==> src/rtl/coh_pkg.sv <==
package coh_pkg;
  typedef enum logic [1:0] {
    LN_INV = 2'b00,
    LN_SHR = 2'b01,
    LN_MOD = 2'b10
  } line_st_e;

  typedef enum logic [1:0] {
    BC_WB  = 2'b00,
    BC_RD  = 2'b01,
    BC_RFO = 2'b10,
    BC_INV = 2'b11
  } bus_cmd_e;
endpackage

==> src/rtl/coh_line_store.sv <==
module coh_line_store
  import coh_pkg::*;
#(
  parameter int LINES  = 8,
  parameter int TAG_W  = 5,
  parameter int DATA_W = 32,
  localparam int IDX_W = $clog2(LINES)
) (
  input  logic              clk,
  input  logic              rst_n,
  input  logic [IDX_W-1:0]  a_idx,
  output line_st_e          a_st,
  output logic [TAG_W-1:0]  a_tag,
  output logic [DATA_W-1:0] a_data,
  input  logic [IDX_W-1:0]  b_idx,
  output line_st_e          b_st,
  output logic [TAG_W-1:0]  b_tag,
  output logic [DATA_W-1:0] b_data,
  input  logic              wr_en,
  input  logic [IDX_W-1:0]  wr_idx,
  input  line_st_e          wr_st,
  input  logic              wr_tag_en,
  input  logic [TAG_W-1:0]  wr_tag,
  input  logic              wr_data_en,
  input  logic [DATA_W-1:0] wr_data
);
  line_st_e          st_q   [LINES];
  logic [TAG_W-1:0]  tag_q  [LINES];
  logic [DATA_W-1:0] data_q [LINES];

  for (genvar g = 0; g < LINES; g++) begin : g_line
    logic sel;
    assign sel = wr_en && (wr_idx == IDX_W'(g));

    always_ff @(posedge clk or negedge rst_n) begin
      if (!rst_n)   st_q[g] <= LN_INV;
      else if (sel) st_q[g] <= wr_st;
    end

    always_ff @(posedge clk) begin
      if (sel && wr_tag_en)  tag_q[g]  <= wr_tag;
      if (sel && wr_data_en) data_q[g] <= wr_data;
    end
  end

  assign a_st   = st_q[a_idx];
  assign a_tag  = tag_q[a_idx];
  assign a_data = data_q[a_idx];
  assign b_st   = st_q[b_idx];
  assign b_tag  = tag_q[b_idx];
  assign b_data = data_q[b_idx];
endmodule

==> src/rtl/coh_snoop.sv <==
module coh_snoop
  import coh_pkg::*;
#(
  parameter int TAG_W = 5
) (
  input  logic             snp_valid,
  input  bus_cmd_e         snp_cmd,
  input  logic [TAG_W-1:0] snp_tag,
  input  logic             bus_gnt,
  input  line_st_e         ln_st,
  input  logic [TAG_W-1:0] ln_tag,
  output logic             intervene,
  output logic             upd_en,
  output line_st_e         upd_st
);
  logic match;

  always_comb begin
    match     = snp_valid && !bus_gnt && (ln_st != LN_INV) && (ln_tag == snp_tag);
    intervene = match && (ln_st == LN_MOD) && ((snp_cmd == BC_RD) || (snp_cmd == BC_RFO));
    upd_en    = 1'b0;
    upd_st    = ln_st;
    if (match) begin
      unique case (snp_cmd)
        BC_RD: begin
          if (ln_st == LN_MOD) begin
            upd_en = 1'b1;
            upd_st = LN_SHR;
          end
        end
        BC_RFO, BC_INV: begin
          upd_en = 1'b1;
          upd_st = LN_INV;
        end
        default: ;
      endcase
    end
  end
endmodule

==> src/rtl/coh_req.sv <==
module coh_req
  import coh_pkg::*;
#(
  parameter int TAG_W  = 5,
  parameter int DATA_W = 32
) (
  input  logic              cpu_req,
  input  logic              cpu_we,
  input  logic [TAG_W-1:0]  cpu_tag,
  input  logic [DATA_W-1:0] cpu_wdata,
  input  logic              snp_valid,
  input  logic              bus_gnt,
  input  logic [DATA_W-1:0] bus_rdata,
  input  line_st_e          ln_st,
  input  logic [TAG_W-1:0]  ln_tag,
  input  logic [DATA_W-1:0] ln_data,
  output logic              req,
  output bus_cmd_e          cmd,
  output logic              ready,
  output logic [DATA_W-1:0] rdata,
  output logic              upd_en,
  output line_st_e          upd_st,
  output logic              upd_tag_en,
  output logic              upd_data_en,
  output logic [DATA_W-1:0] upd_data
);
  logic hit, hit_ok, victim_dirty, granted;

  always_comb begin
    hit          = (ln_st != LN_INV) && (ln_tag == cpu_tag);
    hit_ok       = hit && (!cpu_we || (ln_st == LN_MOD));
    victim_dirty = (ln_st == LN_MOD) && !hit;

    if (hit && cpu_we)  cmd = BC_INV;
    else if (victim_dirty) cmd = BC_WB;
    else if (cpu_we)    cmd = BC_RFO;
    else                cmd = BC_RD;

    req     = cpu_req && !hit_ok;
    granted = req && bus_gnt;
    ready   = cpu_req && ((hit_ok && !snp_valid) || (granted && (cmd != BC_WB)));
    rdata   = granted ? bus_rdata : ln_data;

    upd_en      = 1'b0;
    upd_st      = ln_st;
    upd_tag_en  = 1'b0;
    upd_data_en = 1'b0;
    upd_data    = cpu_wdata;
    if (granted) begin
      upd_en = 1'b1;
      unique case (cmd)
        BC_WB:  upd_st = LN_INV;
        BC_INV: begin
          upd_st      = LN_MOD;
          upd_data_en = 1'b1;
        end
        BC_RD: begin
          upd_st      = LN_SHR;
          upd_tag_en  = 1'b1;
          upd_data_en = 1'b1;
          upd_data    = bus_rdata;
        end
        BC_RFO: begin
          upd_st      = LN_MOD;
          upd_tag_en  = 1'b1;
          upd_data_en = 1'b1;
        end
        default: ;
      endcase
    end else if (cpu_req && hit_ok && cpu_we && !snp_valid) begin
      upd_en      = 1'b1;
      upd_st      = LN_MOD;
      upd_data_en = 1'b1;
    end
  end
endmodule

==> src/rtl/coh_wb_ctrl.sv <==
module coh_wb_ctrl
  import coh_pkg::*;
#(
  parameter int LINES  = 8,
  parameter int ADDR_W = 16,
  parameter int DATA_W = 32,
  localparam int IDX_W = $clog2(LINES),
  localparam int TAG_W = ADDR_W - IDX_W
) (
  input  logic              clk,
  input  logic              rst_n,
  input  logic              cpu_req,
  input  logic              cpu_we,
  input  logic [ADDR_W-1:0] cpu_addr,
  input  logic [DATA_W-1:0] cpu_wdata,
  output logic              cpu_ready,
  output logic [DATA_W-1:0] cpu_rdata,
  output logic              bus_req,
  output logic [1:0]        bus_cmd,
  output logic [ADDR_W-1:0] bus_addr,
  output logic [DATA_W-1:0] bus_wdata,
  input  logic              bus_gnt,
  input  logic [DATA_W-1:0] bus_rdata,
  input  logic              snp_valid,
  input  logic [1:0]        snp_cmd,
  input  logic [ADDR_W-1:0] snp_addr,
  output logic              snp_intervene,
  output logic [DATA_W-1:0] snp_data
);
  logic [1:0] rst_sync_q;
  logic       rst_s_n;

  always_ff @(posedge clk or negedge rst_n) begin
    if (!rst_n) rst_sync_q <= 2'b00;
    else        rst_sync_q <= {rst_sync_q[0], 1'b1};
  end
  assign rst_s_n = rst_sync_q[1];

  logic [IDX_W-1:0]  c_idx, s_idx;
  logic [TAG_W-1:0]  c_tag, s_tag;
  line_st_e          c_st, s_st;
  logic [TAG_W-1:0]  c_ln_tag, s_ln_tag;
  logic [DATA_W-1:0] c_ln_data, s_ln_data;

  assign c_idx = cpu_addr[IDX_W-1:0];
  assign c_tag = cpu_addr[ADDR_W-1:IDX_W];
  assign s_idx = snp_addr[IDX_W-1:0];
  assign s_tag = snp_addr[ADDR_W-1:IDX_W];

  bus_cmd_e          own_cmd;
  logic              own_en, own_tag_en, own_data_en;
  line_st_e          own_st;
  logic [DATA_W-1:0] own_data;
  logic              snp_en;
  line_st_e          snp_st;

  coh_req #(.TAG_W(TAG_W), .DATA_W(DATA_W)) u_req (
    .cpu_req     (cpu_req),
    .cpu_we      (cpu_we),
    .cpu_tag     (c_tag),
    .cpu_wdata   (cpu_wdata),
    .snp_valid   (snp_valid),
    .bus_gnt     (bus_gnt),
    .bus_rdata   (bus_rdata),
    .ln_st       (c_st),
    .ln_tag      (c_ln_tag),
    .ln_data     (c_ln_data),
    .req         (bus_req),
    .cmd         (own_cmd),
    .ready       (cpu_ready),
    .rdata       (cpu_rdata),
    .upd_en      (own_en),
    .upd_st      (own_st),
    .upd_tag_en  (own_tag_en),
    .upd_data_en (own_data_en),
    .upd_data    (own_data)
  );

  coh_snoop #(.TAG_W(TAG_W)) u_snoop (
    .snp_valid (snp_valid),
    .snp_cmd   (bus_cmd_e'(snp_cmd)),
    .snp_tag   (s_tag),
    .bus_gnt   (bus_gnt),
    .ln_st     (s_st),
    .ln_tag    (s_ln_tag),
    .intervene (snp_intervene),
    .upd_en    (snp_en),
    .upd_st    (snp_st)
  );

  logic              wr_en, wr_tag_en, wr_data_en;
  logic [IDX_W-1:0]  wr_idx;
  line_st_e          wr_st;

  always_comb begin
    wr_en      = own_en || snp_en;
    wr_idx     = own_en ? c_idx : s_idx;
    wr_st      = own_en ? own_st : snp_st;
    wr_tag_en  = own_en && own_tag_en;
    wr_data_en = own_en && own_data_en;
  end

  coh_line_store #(.LINES(LINES), .TAG_W(TAG_W), .DATA_W(DATA_W)) u_store (
    .clk        (clk),
    .rst_n      (rst_s_n),
    .a_idx      (c_idx),
    .a_st       (c_st),
    .a_tag      (c_ln_tag),
    .a_data     (c_ln_data),
    .b_idx      (s_idx),
    .b_st       (s_st),
    .b_tag      (s_ln_tag),
    .b_data     (s_ln_data),
    .wr_en      (wr_en),
    .wr_idx     (wr_idx),
    .wr_st      (wr_st),
    .wr_tag_en  (wr_tag_en),
    .wr_tag     (c_tag),
    .wr_data_en (wr_data_en),
    .wr_data    (own_data)
  );

  assign bus_cmd   = own_cmd;
  assign bus_addr  = (own_cmd == BC_WB) ? {c_ln_tag, c_idx} : cpu_addr;
  assign bus_wdata = (own_cmd == BC_WB) ? c_ln_data : '0;
  assign snp_data  = s_ln_data;


  rd_only_for_load_chk: assert property (@(posedge clk) disable iff (!rst_s_n)
    (bus_req && bus_cmd == BC_RD) |-> !cpu_we);


  rfo_only_for_store_chk: assert property (@(posedge clk) disable iff (!rst_s_n)
    (bus_req && bus_cmd == BC_RFO) |-> cpu_we);


  wb_victim_addr_chk: assert property (@(posedge clk) disable iff (!rst_s_n)
    (bus_req && bus_cmd == BC_WB) |->
      (bus_addr[IDX_W-1:0] == cpu_addr[IDX_W-1:0]) && (bus_addr != cpu_addr));


  hit_no_bus_chk: assert property (@(posedge clk) disable iff (!rst_s_n)
    (cpu_ready && !bus_gnt) |-> !bus_req);


  snoop_stalls_hit_chk: assert property (@(posedge clk) disable iff (!rst_s_n)
    (snp_valid && !bus_gnt) |-> !cpu_ready);


  rd_snoop_downgrade_chk: assert property (@(posedge clk) disable iff (!rst_s_n)
    (snp_valid && snp_intervene && snp_cmd == BC_RD && !cpu_ready) |=>
      (!(snp_valid && !bus_gnt && snp_cmd == BC_RD && snp_addr == $past(snp_addr))
       || !snp_intervene));


  rfo_snoop_release_chk: assert property (@(posedge clk) disable iff (!rst_s_n)
    (snp_valid && snp_intervene && snp_cmd == BC_RFO && !cpu_ready) |=>
      (!(snp_valid && snp_addr == $past(snp_addr)) || !snp_intervene));
endmodule

==> config.mk <==
export PLATFORM = sky130hd
export DESIGN_NAME = coh_wb_ctrl
export DESIGN_NICKNAME = d
export VERILOG_FILES = /design/src/rtl/coh_pkg.sv /design/src/rtl/coh_line_store.sv /design/src/rtl/coh_snoop.sv /design/src/rtl/coh_req.sv /design/src/rtl/coh_wb_ctrl.sv
export SDC_FILE = /design/constraint.sdc
export NUM_CORES = 1
export LEC_CHECK = 0
export BUFFER_PORTS_ARGS = -buffer_cell sky130_fd_sc_hd__buf_2
export CORE_MARGIN = 2
export CORE_UTILIZATION = 63
export DETAILED_ROUTE_END_ITERATION = 8
export PLACE_DENSITY = 0.85
export RECOVER_POWER = 50
export SLEW_MARGIN = 20
export SYNTH_ARGS = -nofsm -noshare
export SYNTH_HDL_FRONTEND = slang
export SYNTH_SLANG_ARGS = --single-unit
==> constraint.sdc <==
create_clock -name clk -period 6.55 [get_ports clk]
set_clock_uncertainty 0.1 [all_clocks]
set_input_delay 0.3275 -clock clk [delete_from_list [all_inputs] [get_ports clk]]
set_output_delay 0.3275 -clock clk [all_outputs]
set_load 0.01 [all_outputs]
### After elaboration in Yosys (flattened, before gate mapping)

Memory sizes are Yosys's and may differ from the RTL's.
Cells that the tools add are included.

| word-level totals | value |
|---|---|
| register bits | 18 |
| RAM bits | 360 |
| bits of input ports | 104 |
| output and inout bits | 117 |
| word-level logic and storage cells | 212 |
| memories | 2 |

| cells by class | value |
|---|---|
| magnitude comparators | 2 |
| equal/unequal tests | 17 |
| multiplexer cells | 105 |
| bitwise logic cells | 2 |
| reduce and logical (&&, ||, !) cells | 75 |

Memories:

| name | depth | width | read ports | clocked after memory_dff | wr ports | RTL line | text |
|---|---|---|---|---|---|---|---|
| u_store.data_q | 8 | 32 | 2 | 0 | 1 | coh_line_store.sv:29 | `logic [DATA_W-1:0] data_q [LINES];` |
| u_store.tag_q | 8 | 13 | 2 | 0 | 1 | coh_line_store.sv:28 | `logic [TAG_W-1:0] tag_q [LINES];` |

Operator list:

| kind | number |
|---|---|
| $mux 32 | 11 |
| $reduce_or 32->1 | 7 |
| $mux 13 | 7 |
| $reduce_or 13->1 | 7 |
| $mux 1 | 54 |
| $mux 3 | 15 |
| $logic_and 1x1->1 | 43 |
| $eq 13x13->1 | 2 |
| $mux 2 | 12 |
| $mux 16 | 1 |
| $bmux 2 s3 | 2 |
| $eq 2x2->1 const B | 6 |
| $eq 3x3->1 const B | 4 |
| $ge 4x4->1 const B | 2 |
| $not 3->4 | 2 |
| $eq 3x2->1 const B | 2 |
| $pmux 2 s3 | 1 |
| $reduce_bool 2->1 | 3 |
| $reduce_or 2->1 | 3 |
| $logic_not 1->1 | 5 |
| $eq 2x1->1 const B | 2 |
| $logic_or 1x1->1 | 4 |
| $pmux 2 s2 | 1 |
| $eq 3x1->1 const B | 1 |
| 4 further kinds | 4 |

### Longest topological paths before layout

Gate-level depths: netlist of run 1.

| depth | value |
|---|---|
| depth in word-level cells | 26 |
| gate-level depth with buffers | 14 |
| mapped depth without buffers | 9 |

### Cells and area by module

A second synthesis of run 1 with hierarchy kept.

| unflattened totals | value |
|---|---|
| cells, all modules | 975 |
| area total of the unflattened synthesis | 19,174.6 um2 |

Modules (own cells, without submodules):

| module | times used | cells an instance | area an instance (um2) | seq. area each (um2) |
|---|---|---|---|---|
| coh_line_store | 1 | 750 | 17,181.5 | 11,210.8 |
| coh_req | 1 | 120 | 1,116.1 | 0.0 |
| coh_wb_ctrl | 1 | 65 | 581.8 | 50.0 |
| coh_snoop | 1 | 40 | 295.3 | 0.0 |

### Worst setup path after synthesis of run 1

OpenSTA, ideal clock, no wires.

| timing path | value |
|---|---|
| path kind | input to register |
| from | input port snp_addr[2] |
| to | memory u_store.data_q[6][0] (enable) |
| setup time | 0.461 ns |
| arrival time | 5.007 ns |
| required time | 5.989 ns |
| setup slack | 0.982 ns |
| cell stages on the path | 11 |
| path buffers | 2 |
| path through | clkbuf_1 > clkbuf_1 > mux4_2 > mux2i_1 > xnor2_1 > nor4_1 > nand4_1 > nor4_1 > nand3_1 > o31a_1 > nor3_1 |

| on the way | value |
|---|---|
| cells in the longest elaborated chain, start to end | 21 |
| elaborated cells between the ends (all ways) | 76 |
| those cells by class | 9 x eq/ne; 37 x mux; 1 x bitwise; 28 x reduce/logical; 1 x memory |

Ends and longest elaborated chain:

| item | RTL line | text |
|---|---|---|
| start: declaration | coh_wb_ctrl.sv:26 | `input logic [ADDR_W-1:0] snp_addr,` |
| $not 3->4 (implied by the code) | coh_line_store.sv:49 | `assign b_st = st_q[b_idx];` |
| $bmux 2 s3 | coh_line_store.sv:49 |  |
| $mux 2 (implied by the code) (2 in a row) | coh_line_store.sv:49 |  |
| $eq 2x2->1 / $reduce_bool 2->1 (equally long branches) | coh_snoop.sv:26, coh_snoop.sv:19 |  |
| $mux 1 / $logic_and 1x1->1 (equally long branches) | coh_snoop.sv:26, coh_snoop.sv:19 |  |
| $pmux 1 s2 / $logic_and 1x1->1 (equally long branches) | coh_snoop.sv:24, coh_snoop.sv:19 |  |
| $mux 1 | coh_snoop.sv:23 | `if (match) begin` |
| $logic_or 1x1->1 | coh_wb_ctrl.sv:96 | `wr_en = own_en \|\| snp_en;` |
| $logic_and 1x1->1 | coh_line_store.sv:33 | `assign sel = wr_en && (wr_idx == IDX_W'(g));` |
| $logic_and 1x1->1 | coh_line_store.sv:42 | `if (sel && wr_data_en) data_q[g] <= wr_data;` |
| $mux 1 | coh_line_store.sv:42 |  |
| $mux 1 (implied by the code) | coh_line_store.sv:42 |  |
| $reduce_or 32->1 (no source line) | n/a |  |
| $mux 3 (no source line) / $mux 1 (equally long branches) (7 in a row) | n/a |  |
| end: declaration | coh_line_store.sv:29 |  |

Parallel ways exist; a longest one is shown, timed or not. The select of a mux whose other input is x is not followed.

### Final worst setup path of run 1

| timing path | value |
|---|---|
| from | input port snp_addr[2] |
| to | memory u_store.data_q[1][9] (enable) |

The elaborated chain is that of the path after synthesis.

==> run metrics, run 1 <==
Slowest-stage cell, CP=clkbuf_1; CTS tree=yes; most frequent cell after synthesis=edfxtp_1; worst-path maximum fanout=42; critical-path cell list=clkbuf_1 > buf_4 > mux4_2 > mux2i_1 > xnor2_1 > nor4_1 > nand4_1 > nor4b_1 > nand2_1 > o21ai_2 > and2_2 > buf_4; largest net degree at the start of global routing=66; setup TNS=0 ns; first-pass GRT wire length=just over 70000 µm; final hold vios=0; worst-margin pin slew=3.15 ns; Worst-Skew Late Latency=approximately 0.53 ns; nets=between 1000 and 1500; root buffer cell=clkbuf_16; Slew headroom=-110%; CP most frequent cell=buf_4; row count=between 60 and 70; fmax=~180 MHz; final setup violation count=0; Arr. time, crit path=roughly 5.7 ns; # clock sinks=378; hold crit path type=in2async; Starting Density=a little under two thirds; post-CTS setup buffers=0; largest buffer count on any clock path=3; vias in the first global route=11875; Synth top area share=between 50% and 60%; Ys Warns=0; IO buf count=220; total of max-cap violations=4; dpl hpwl=between 20000 and 30000 µm; cell taking the most area after synthesis=edfxtp_1; main flop type after synthesis=edfxtp_1; worst hold slack=about 0.044 ns; CTS Buf Count=39; Util after Layout=between 70% and 80%; CP required=~6.6 ns; layout cells sized above 1=between 30% and 40%; RSZ-0062 raised after global routing=false; initial antenna violation count=2; crit path capture type=flop; CP Class=in2reg; VDD IR max=~230 µV; starting DRC count in detailed routing=about 1600; Post-Syn Area=approximately 0.019 mm²; Vias/cell=6.88; number of synthesized register bits=~380; ys async rst share=under 10%; period utilization=a little under nine tenths; post-synthesis instance total=around 1100; routed len/inst=approximately 28 µm; commonest cells in the netlist=360 x edfxtp_1, 172 x mux4_2, 85 x mux2i_1, 74 x nor2_1, 69 x mux2_2; Area Overhead vs Synth=14.4%; H-tree levels=2; sequential element share of the synthesized area=approximately three fifths; Crit. Startpoint=snp_addr[2]; total wire length=47500 µm; pwr dens=between 200 and 300 mW/mm²; Die Y-Extent=177 µm; Mean Syn Cell Area=approximately 18 µm²; post-synth cell types=48; Leakage=7.60 nW; Setup crit start kind=input pin; Die ar.=0.0313 mm²; synth top area cells=edfxtp_1 57%, mux4_2 21%, mux2i_1 4.5%; Tot GR Track Use=30.8%; crit-path max cell delay=1.18 ns; number of enable flip-flop cells after synthesis=between 300 and 400; Overflow after GRT=0; Tmin final=roughly 5.7 ns; vias post-DR=11751; Clock Pin Slew Worst Setup and Hold Paths=0.06 ns; status=finished with violations; failing checks=capacitance limit, slew limit; area of the core=~0.030 mm²; I/O Pins=around 220; drt drc=0; Die Width=177 µm; Initial DRT Pass Iterations=5; Antenna Nets Post-Route=0; syn nets=roughly 1200; Critical R2R Launch=u_store.tag_q[4][12]$_DFFE_PP_; max-slew violations=90; routability cong.=0.942
-- power breakdown --
part / switching [W] / internal, W / leakage (nW)
Clock: 0.000904 / 0.00128 / 0.608
Combinational: 0.000587 / 0.000404 / 3.52
Sequential: 0.0000496 / 0.00271 / 3.47
Total: 0.00154 / 0.00440 / 7.60
-- critical path, delay by kind of cell --
kind | cells | cell delay, ns
buffers and inverters | 3 | 2.41
and+or+nand+nor | 5 | 1.97
muxes | 2 | 0.71
AOI/OAI and AO/OA | 1 | 0.14
xor gates and xnor gates | 1 | 0.12
-- cell type report --
type                            count  area (µm²)
Multi-Input combinational cell    613        7230
Clock inverter                     20         205
Clock buffer                       51        1040
Inverter                            4        15.0
Antenna cell                        1        2.50
Timing Repair Buffer              252        1330
Tap cell                          390         488
Sequential cell                   378       11300
Fill cell                        1756        7990
-- per-stage QoR --
stage	cells	total power, W	cell area [µm²]	setup slack [ns]
2_1_floorplan	1073	0.00342	18900	0.982
3_3_place_gp	1635	0.00378	20400	1.26
3_5_place_dp	1635	0.00380	20400	1.13
4_1_cts	1707	0.00597	21600	1.65
5_1_grt	1709	0.00612	21600	0.703
6_report	1709	0.00594	21600	0.895
-- routing by layer --
metal,up-vias,GRT usage (%),share of wire (%)
met2,789,50.7,50
met5,-,0,0.015
met4,2,11.5,3.4
met3,130,4.51,9.0
li1,4837,-,-
met1,5993,42.6,37
-- timing repair --
item | CTS | global route
hold buffers | 1 | 0
hold endpoints to repair | 2 | 0
resized for setup | 0 | 0
-- kinds of logic after synthesis --
kind of cell | Yosys count | synth area share (%)
compound gates | 89 | 3.14
xor+xnor | 20 | 0.929
fa+ha+maj | 4 | 0.265
buf+inv | 82 | 2.04
flops | 378 | 59.7
mux | 338 | 29.9
other cells | 1 | 0.0199
simple gates | 161 | 4.00
-- cells in the final DEF (no fill, tap or decap), types with 2 or more instances in the layout --
cell,n
xnor2_1,13
nand3_1,3
clkinv_1,7
or3_1,9
and2_1,4
edfxtp_1,360
o21ai_2,5
inv_6,3
mux2_2,27
and2_0,2
buf_2,180
mux2_1,54
ha_1,4
or2_2,3
a22o_1,12
mux2i_1,85
clkbuf_8,2
nand2_1,29
a22oi_1,4
o31ai_1,6
o21ai_0,19
mux4_2,172
dfrtp_1,18
nor2b_2,2
a211oi_1,2
clkbuf_1,48
and2_2,7
xor2_1,7
nor2_1,74
bufinv_16,4
nor2b_1,9
nor3_1,3
nor4_1,4
nand2b_1,3
nand4_1,3
clkbuf_16,39
buf_4,30
a21oi_1,33
clkinv_2,5
inv_1,4
-- sequential cells by signal, indices dropped and copies added, names as in the netlist --
register        cells
u_store.st_q       16
u_store.data_q    256
u_store.tag_q     104
rst_sync_q          2
-- worst paths after layout --
path | endpoint | slack [ns] | cells after the start
setup reg to reg | u_store.data_q[1][18]$_DFFE_PP_ | 1.91 | 9
min in group clk | u_store.tag_q[1][9]$_DFFE_PP_ | 0.11 | 1
max in group asynchronous | u_store.st_q[8]$_DFFE_PN0P_ | 5.75 | 0
hold reg to reg | u_store.st_q[0]$_DFFE_PN0P_ | 0.17 | 0
hold / removal | rst_sync_q[0]$_DFF_PN0_ | 0.04 | 2
setup / recovery | u_store.data_q[1][9]$_DFFE_PP_ | 0.90 | 12
(Power assumes the default switching activity.)
==> run 2, diff against run 1 <==
Settings changed: CORE_ASPECT_RATIO set to 0.9.
==> run 2 against run 1 <==
The flow now finishes without violations; setup slack improved by 0.11 ns; utilization decreased by 0.51 points; combinational power about the same.
==> run metrics, run 2 (synthesis results as in run 1) <==
pwr dens=275 mW/mm² (-0.26%); vias in the first global route=11896 (+0.18%); area of the core=0.0297 mm² (+0.32%); Slew headroom=4.15% (+110 points); total wire length=46900 µm (-1.3%); drt drc=0 (unchanged); worst hold slack=0.0446 ns (+0.000700 ns); Sw Pwr=0.00151 W (-1.7%); fill cell count=1769 (+0.74%); status=completed; Starting Density=63.6% (-0.20 points); root buffer cell=clkbuf_16; H-tree levels=2 (unchanged); routability cong.=0.850 (-9.8%); final hold vios=0 (unchanged); Util after Layout=72.5% (-0.51 points); design area=0.0215 mm² (-0.39%); IO buf count=220 (unchanged); final setup violation count=0 (unchanged); max reg flops=256 (unchanged); Initial DRT Pass Iterations=5 (unchanged); Arr. time, crit path=5.58 ns (-0.14 ns); Top reg by flops=u_store.data_q; Flop pwr share=46.8% (+0.3 points); Setup crit start kind=input pin; Worst-Skew Late Latency=0.53 ns (about the same); worst-path maximum fanout=18 (-57%); Internal=0.00439 W (-0.28%); crit path capture type=flop; max-slew violations=0 (-100%); period utilization=84.6% (-1.7 points); initial antenna violation count=0 (-2); CP required=6.59 ns (-0.03 ns); Sw Ratio=25.7% (-0.27 points); Leakage=7.54 nW (-0.84%); row count=60 (-4.8%); Vias/cell=6.80 (-1.1%); largest buffer count on any clock path=3 (unchanged); CTS Buf Count=39 (unchanged); total of max-cap violations=0 (-4); Antenna Nets Post-Route=0 (unchanged); Die ar.=0.0313 mm² (about the same); CTS tree=yes; most frequent cells in the layout=360 x edfxtp_1, 184 x buf_2, 172 x mux4_2; I/O Pins=221 (unchanged); Tmin final=5.54 ns (-0.112 ns); commonest non-fill, non-tap cell in the layout=edfxtp_1; first-pass GRT wire length=70400 µm (-1.1%); post-cts gate resize count=0 (unchanged); nets=1391 (-0.36%); # clock sinks=378 (unchanged); placed cell area=0.0203 mm² (-0.13%); placed cell count=1643 (+0.49%); vias post-DR=11647 (-0.89%); top flop regs=u_store.data_q: 256 flops, u_store.tag_q: 104 flops, u_store.st_q: 16 flops; post-CTS setup buffers=0 (unchanged); hold crit path type=in2async; VDD IR max=192 µV (-18%); Area Overhead vs Synth=13.9%; worst-margin pin slew=1.44 ns (-1.71 ns); Antenna Cells=0 (-1); starting DRC count in detailed routing=1434 (-9.1%); fmax=180 MHz (+2.0%); Clock Pin Slew Worst Setup and Hold Paths=0.06 ns (about the same); layout cells sized above 1=36.7% (-0.31 points); reg-to-reg setup timing slack=1.84 ns (-0.07 ns); CP Class=in2reg; routed len/inst=27.4 µm (-1.5%); logic gate share of total power=16.8% (about the same); RSZ-0062 raised after global routing=false; hold buffers post-CTS=1 (unchanged); setup TNS=0 ns (unchanged); Tot GR Track Use=30.1% (-0.70 points); Die Y-Extent=168 µm (-5.0%); dpl hpwl=28100 µm (-3.3%); final non-filler cell total=1713 (+0.23%); Overflow after GRT=0 (unchanged); Die Width=186 µm (+5.3%); Clock Power Share=36.5% (-0.3 points); largest net degree at the start of global routing=69 (+4.5%)
-- run 2: final timing paths --
check	from	to	cells after the start
max in group asynchronous	rst_sync_q[1]$_DFF_PN0_	u_store.st_q[13]$_DFFE_PN0P_	0
worst min-delay path	rst_n	rst_sync_q[0]$_DFF_PN0_	2
worst max register to register	u_store.tag_q[5][3]$_DFFE_PP_	u_store.tag_q[5][8]$_DFFE_PP_	11
worst min register to register	rst_sync_q[1]$_DFF_PN0_	u_store.st_q[4]$_DFFE_PN0P_	0
worst max-delay path	cpu_addr[1]	u_store.tag_q[5][8]$_DFFE_PP_	12
min in group clk	cpu_addr[9]	u_store.tag_q[1][6]$_DFFE_PP_	1
-- run 2: layout make-up --
| cell class | instances | area (µm²) | area share [%] |
|---|---|---|---|
| flip-flops and latches | 378 | 11300 | 52.4 |
| multi-input cells | 613 | 7220 | 33.6 |
| repair buffers | 247 | 1250 | 5.82 |
| clock buffers | 51 | 1070 | 5.00 |
| well taps | 403 | 504 | 2.35 |
| clock inverters | 17 | 160 | 0.745 |
| inverters | 4 | 15.0 | 0.0699 |
-- run 2: routing by layer --
| layer | wire length (µm) | GRT usage (%) | vias to the layer above |
|---|---|---|---|
| met5 | 0 | 0 | - |
| met4 | 1550 | 12.3 | 0 |
| met3 | 5090 | 5.84 | 133 |
| met2 | 23000 | 48.7 | 837 |
| met1 | 17200 | 41.1 | 5852 |
| li1 | - | - | 4825 |
-- run 2: critical path: stages --
cell and delay, ns:
clkbuf_1 0.77, nor2b_1 1.01, a22o_1 0.34, or3_1 0.12, nand4_1 0.14, or4_1 0.70, nor3_1 0.27, o31ai_2 0.08
clkbuf_1 0.31, o21ai_0 0.48, nor2b_1 0.18, clkbuf_1 0.84
-- run 2: metrics by stage --
step	total power [W]	setup slack, ns
after floorplan	0.00342	0.982
after global placement	0.00377	1.50
after detailed placement	0.00380	1.38
after CTS	0.00593	1.88
after global routing	0.00608	0.804
final	0.00590	1.01
-- run 2: power by group through the flow --
stage	logic (W)	clock network, W	registers, W
after detailed placement	0.000991	0	0.00281
after CTS	0.00100	0.00217	0.00276
final	0.000989	0.00215	0.00276
after floorplan	0.000635	0	0.00279
after global placement	0.000967	0	0.00280
after global routing	0.00106	0.00225	0.00277
